===== src/rtl/cexp_pkg.sv =====
package cexp_pkg;

    localparam int COLOR_W = 16;
    localparam int PIX_W   = 8;

    typedef enum logic [1:0] {
        SZ_8   = 2'd0,
        SZ_16  = 2'd1,
        SZ_32  = 2'd2,
        SZ_32B = 2'd3
    } host_size_e;

    typedef struct packed {
        logic [COLOR_W-1:0] fg;
        logic [COLOR_W-1:0] bg;
        logic               px16;
    } color_cfg_t;

    function automatic logic [3:0] size_bytes(host_size_e s);
        case (s)
            SZ_8:    return 4'd1;
            SZ_16:   return 4'd2;
            default: return 4'd4;
        endcase
    endfunction

endpackage


===== src/rtl/cexp_splitter.sv =====
module cexp_splitter
    import cexp_pkg::*;
#(
    parameter int HOST_W = 32
) (
    input  logic              clk,
    input  logic              rst,
    input  logic              active,
    input  logic              flush,
    input  logic              in_valid,
    output logic              in_ready,
    input  logic [HOST_W-1:0] in_data,
    input  logic [1:0]        in_size,
    output logic              byte_valid,
    output logic [PIX_W-1:0]  byte_data,
    input  logic              byte_take
);
    localparam int NB = HOST_W / 8;
    localparam int CW = $clog2(NB + 1);
    localparam logic [3:0] NB4 = 4'(NB);

    logic [HOST_W-1:0] buf_q;
    logic [CW-1:0]     left_q;
    logic [3:0]        req_n;
    logic [3:0]        take_n;

    assign req_n      = size_bytes(host_size_e'(in_size));
    assign take_n     = (req_n > NB4) ? NB4 : req_n;
    assign in_ready   = active && (left_q == '0);
    assign byte_valid = (left_q != '0);
    assign byte_data  = buf_q[PIX_W-1:0];

    always_ff @(posedge clk) begin
        if (rst || flush) begin
            left_q <= '0;
        end else if (in_valid && in_ready) begin
            buf_q  <= in_data;
            left_q <= CW'(take_n);
        end else if (byte_take && byte_valid) begin
            buf_q  <= buf_q >> PIX_W;
            left_q <= left_q - 1'b1;
        end
    end
endmodule


===== src/rtl/cexp_pixel.sv =====
module cexp_pixel
    import cexp_pkg::*;
(
    input  logic             clk,
    input  logic             rst,
    input  logic             active,
    input  logic             load,
    input  color_cfg_t       cfg,
    input  logic             byte_valid,
    input  logic [PIX_W-1:0] byte_data,
    output logic             byte_take,
    input  logic             fire,
    input  logic             row_end,
    output logic             out_valid,
    output logic [PIX_W-1:0] out_byte,
    output logic             out_we
);
    color_cfg_t         cfg_q;
    logic [PIX_W-1:0]   sbyte_q;
    logic [3:0]         sbits_q;
    logic               hi_q;
    logic               cur_bit;
    logic [COLOR_W-1:0] color;

    assign cur_bit   = sbyte_q[PIX_W-1];
    assign color     = cur_bit ? cfg_q.fg : cfg_q.bg;
    assign out_byte  = (cfg_q.px16 && hi_q) ? color[COLOR_W-1:PIX_W] : color[PIX_W-1:0];
    assign out_we    = cur_bit;
    assign out_valid = active && (sbits_q != 4'd0);
    assign byte_take = active && (sbits_q == 4'd0);

    always_ff @(posedge clk) begin
        if (rst) begin
            cfg_q   <= '0;
            sbyte_q <= '0;
            sbits_q <= 4'd0;
            hi_q    <= 1'b0;
        end else if (load) begin
            cfg_q   <= cfg;
            sbits_q <= 4'd0;
            hi_q    <= 1'b0;
        end else if (fire) begin
            if (row_end) begin
                sbits_q <= 4'd0;
                hi_q    <= 1'b0;
            end else if (cfg_q.px16 && !hi_q) begin
                hi_q    <= 1'b1;
            end else begin
                hi_q    <= 1'b0;
                sbyte_q <= sbyte_q << 1;
                sbits_q <= sbits_q - 4'd1;
            end
        end else if (byte_take && byte_valid) begin
            sbyte_q <= byte_data;
            sbits_q <= 4'(PIX_W);
        end
    end
endmodule


===== src/rtl/cexp_raster.sv =====
module cexp_raster #(
    parameter int CNT_W = 16
) (
    input  logic             clk,
    input  logic             rst,
    input  logic             start,
    input  logic [CNT_W-1:0] width,
    input  logic [CNT_W-1:0] height,
    input  logic             fire,
    output logic             load,
    output logic             busy,
    output logic             row_end,
    output logic             finish
);
    logic [CNT_W-1:0] col_q;
    logic [CNT_W-1:0] wid_q;
    logic [CNT_W-1:0] row_q;
    logic [CNT_W-1:0] row_nx;
    logic             busy_q;

    assign busy    = busy_q;
    assign load    = start && !busy_q;
    assign row_end = (col_q == '0);
    assign row_nx  = row_q - 1'b1;
    assign finish  = fire && row_end && (row_nx == '1);

    always_ff @(posedge clk) begin
        if (rst) begin
            busy_q <= 1'b0;
            col_q  <= '0;
            wid_q  <= '0;
            row_q  <= '0;
        end else if (load) begin
            busy_q <= 1'b1;
            col_q  <= width;
            wid_q  <= width;
            row_q  <= height;
        end else if (fire) begin
            if (row_end) begin
                col_q <= wid_q;
                row_q <= row_nx;
                if (row_nx == '1) busy_q <= 1'b0;
            end else begin
                col_q <= col_q - 1'b1;
            end
        end
    end
endmodule


===== src/rtl/color_expand.sv =====
module color_expand
    import cexp_pkg::*;
#(
    parameter int HOST_W = 32,
    parameter int CNT_W  = 16
) (
    input  logic               clk,
    input  logic               rst,
    input  logic               start,
    input  logic [COLOR_W-1:0] fg_color,
    input  logic [COLOR_W-1:0] bg_color,
    input  logic               px16,
    input  logic [CNT_W-1:0]   width,
    input  logic [CNT_W-1:0]   height,
    input  logic               in_valid,
    output logic               in_ready,
    input  logic [HOST_W-1:0]  in_data,
    input  logic [1:0]         in_size,
    output logic               out_valid,
    input  logic               out_ready,
    output logic [PIX_W-1:0]   out_byte,
    output logic               out_we,
    output logic               out_row_end,
    output logic               busy
);
    logic             load, row_end, finish, fire;
    logic             byte_valid, byte_take;
    logic [PIX_W-1:0] byte_data;
    color_cfg_t       cfg_in;

    assign cfg_in      = '{fg: fg_color, bg: bg_color, px16: px16};
    assign fire        = out_valid && out_ready;
    assign out_row_end = out_valid && row_end;

    cexp_raster #(.CNT_W(CNT_W)) u_raster (
        .clk(clk), .rst(rst), .start(start), .width(width), .height(height),
        .fire(fire), .load(load), .busy(busy), .row_end(row_end), .finish(finish)
    );

    cexp_splitter #(.HOST_W(HOST_W)) u_split (
        .clk(clk), .rst(rst), .active(busy), .flush(finish),
        .in_valid(in_valid), .in_ready(in_ready), .in_data(in_data), .in_size(in_size),
        .byte_valid(byte_valid), .byte_data(byte_data), .byte_take(byte_take)
    );

    cexp_pixel u_pixel (
        .clk(clk), .rst(rst), .active(busy), .load(load), .cfg(cfg_in),
        .byte_valid(byte_valid), .byte_data(byte_data), .byte_take(byte_take),
        .fire(fire), .row_end(row_end),
        .out_valid(out_valid), .out_byte(out_byte), .out_we(out_we)
    );
endmodule


===== config.mk =====
export PLATFORM = sky130hd
export DESIGN_NAME = color_expand
export DESIGN_NICKNAME = d
export VERILOG_FILES = /design/src/rtl/cexp_pkg.sv /design/src/rtl/cexp_splitter.sv /design/src/rtl/cexp_pixel.sv /design/src/rtl/cexp_raster.sv /design/src/rtl/color_expand.sv
export SDC_FILE = /design/constraint.sdc
export NUM_CORES = 1
export LEC_CHECK = 0
export CAP_MARGIN = 25
export CORE_MARGIN = 2
export CORE_UTILIZATION = 31
export CTS_CLUSTER_SIZE = 16
export DETAILED_ROUTE_END_ITERATION = 16
export GPL_ROUTABILITY_DRIVEN = 0
export PLACE_DENSITY = 0.52
export SYNTH_ARGS = -nofsm -noshare
export SYNTH_HDL_FRONTEND = slang
export SYNTH_SLANG_ARGS = --single-unit

===== constraint.sdc =====
create_clock -name clk -period 5.1 [get_ports clk]
set_input_delay 1.02 -clock clk [delete_from_list [all_inputs] [get_ports clk]]
set_output_delay 1.02 -clock clk [all_outputs]
set_load 0.005 [all_outputs]

==> run summary <==
Status - finished, final reports clean
# hold bufs at CTS - 0
Critical path arrival - 3.09 ns
WP data required - 4.08 ns
Top_reg_cell synth - dfxtp_1
Synth Area in Compound Gates - 14.2%
Share of synthesized registers carrying an async set or reset - 0%
Leakage - 3.04 nW
Xor/xnor cell area share of the yosys netlist - 3.60%
Most common cell in the netlist - nand2_1
# IOs - 117
Post-synth cell types - 62
Period utilization - 80.5%
CP max stage delay - 0.56 ns
1st-pass router iterations - 7
DP Worst Slack - 1.44 ns
Design area - 8260 um2
CP Launch Type - flop
GRT Residual Overflow - 0
Share of layout cells above drive strength 1 - 8.58%
Skew-Pair Late Insertion Delay - 0.43 ns
Yosys reg bits - 130
CTS tree - yes
Die Footprint - 21500 um2
First-pass GRT wire length - 27.2 mm
Initial antenna violation count - 0
Worst relative slew slack - 36.9%
Mapped Area - 6320 um2
Post-Synth Adder-Cell Area - 1.19%
Delay-heaviest family, CP - simple AND/OR/NAND/NOR gates
Worst min path class - reg -> reg
Util after Layout - 41.1%
Wire per inst - 14.7 um
CP cell instances - inv_1, ha_1, nor3b_2, and4_2, nand2_1, nor3_1, clkdlybuf4s50_1
Vias in the first global route - 5242
Crit path kind - reg -> out
Max-cap violations - 0
Synth Net Count - 843
Overall global routing resource usage - 15.8%
Core area - 20100 um2
Synth cell count leaders - nand2_1, dfxtp_1, nor2_1
H-tree depth - 4
Drt first-iter violations - 199
Final antenna-violating net count - 0
Buffers on Ports - 116
Largest net degree at the start of global routing - 62
Post-synthesis sequential area ratio - 46.3%
ANT cells - 0
Simple-gate share of the synthesized area - 26.3%
Post-synthesis mux area share - 4.44%
Mapped Cells - 733
Unrepaired setup endpoints after global routing - false
PnR worst setup slack - 0.993 ns
Post-cts resize count - 0
Detailed-placement wirelength estimate - 10.9 mm
Largest family of logic cells by synthesized area - simple AND/OR/NAND/NOR gates
Synth-to-Final Area Change - 30.7%
Syn Area/Cell - 8.62 um2
Worst slew pin tran - 0.940 ns
Drc violations - 0
Root Buffer - clkbuf_16
Final hold vios - 0
Crit end category - output port
Nets - 936
Top-area cell type share of the netlist area - 31.0%
Setup Skew - 0.0110 ns
Die H - 147 um
Worst-path maximum fanout - 15
Worst-case vdd ir drop - 0.229 mV
Slew Viols, Final - 0
Final wirelength - 16.3 mm
Fin Setup TNS - 0 ns
EDFF count, synth - 32
Finish-stage setup viols - 0
Clock Sinks - 130
Post-layout min period - 4.11 ns
Area after DPL - 7680 um2
Cell Rows - 52
Cts bufs inserted - 17
Bufs and invs on worst path - 2
Maximum clock frequency - 243 MHz
Die width - 147 um
Post-CTS Repair Setup Buffers - 0
Clock slew at reported path FFs - 0.07 ns
Total Power - 3.03 mW
Effective utilization at floorplan - 31.4%
Synth top area cells - dfxtp_1, edfxtp_1, nand2_1
Via density - 4.80
Power Dens Cells - 367 nW/um2
Slowest CP cell - clkdlybuf4s50_1
Yosys top cell by area - dfxtp_1
Yosys warnings - 0
Vias - 5327
Clock buffer depth - 2
-- layout make-up --
class                           instances  area, um2
Multi-Input combinational cell        542       3170
Inverter                               12       45.0
Clock buffer                           17        425
Timing Repair Buffer                  123       1210
Fill cell                            2046      11800
Clock inverter                         15        146
Tap cell                              270        338
Sequential cell                       130       2920
-- cell usage in the layout (no fill, tap or decap), drive strengths merged, types with 6 or more instances in the layout --
cell type        n
clkbuf          17
edfxtp          32
mux4             8
nand3            6
a21oi           57
a211oi          28
buf              8
mux2i           10
nor4            18
nor2            67
and3            10
inv             19
or4              6
clkdlybuf4s50  115
dfxtp           98
xor2            10
ha               6
nand2          203
xnor2           16
nor3            22
o21ai           17
-- path summary, 6_finish.rpt --
| kind | from | end | slack (ns) | cells past startpoint |
|---|---|---|---|---|
| max | u_raster.col_q[0] | out_row_end | 0.99 | 7 |
| min | u_raster.wid_q[7] | u_raster.wid_q[7] | 0.45 | 2 |
| max reg2reg | u_raster.row_q[0] | u_split.buf_q[17] | 2.10 | 9 |
| min reg2reg | u_raster.wid_q[7] | u_raster.wid_q[7] | 0.45 | 2 |
-- kinds of logic (layout without fill, tap and decap cells) --
| family | Yosys count | after routing |
|---|---|---|
| xor+xnor | 26 | 26 |
| flops | 130 | 130 |
| fa+ha+maj | 6 | 6 |
| buf+inv | 61 | 167 |
| simple gates | 355 | 355 |
| compound gates | 137 | 137 |
| mux | 18 | 18 |
-- sequential cells by signal (all words and copies together), names as in the netlist --
signal / count
u_pixel.cfg_q: 33
u_pixel.hi_q: 1
u_pixel.sbits_q: 4
u_pixel.sbyte_q: 8
u_raster.busy: 1
u_raster.col_q: 16
u_raster.row_q: 16
u_raster.wid_q: 16
u_split.buf_q: 32
u_split.left_q: 3
-- power breakdown --
| group | switching (mW) | leakage (nW) | internal, mW |
|---|---|---|---|
| Combinational | 0.321 | 1.66 | 0.278 |
| Clock | 0.504 | 0.277 | 0.683 |
| Sequential | 0.0796 | 1.10 | 1.17 |
| Total | 0.905 | 3.04 | 2.13 |
-- per-stage QoR --
| stage | hold WS (ns) | std cells |
|---|---|---|
| floorplan | 0.433 | 733 |
| global placement | 0.440 | 1077 |
| detailed placement | 0.447 | 1077 |
| CTS | 0.455 | 1109 |
| global route | 0.473 | 1109 |
| finish | 0.452 | 1109 |
-- routing by layer --
layer  track usage (%)  wire length [um]
met5                 0                 0
met1              21.9              8020
met4              4.56               175
met2              24.1              7260
met3              4.50               825
-- worst register-to-register path, delay by kind of cell (launching register included) --
kind / cells / cell delay, ns
AOI/OAI and AO/OA: 2 / 0.69
xor gates and xnor gates: 1 / 0.24
adders and majority gates: 1 / 0.29
buffers and inverters: 2 / 0.37
DFF: 1 / 0.35
and+or+nand+nor: 3 / 0.75
No activity file was read; power rests on OpenSTA's default activity.
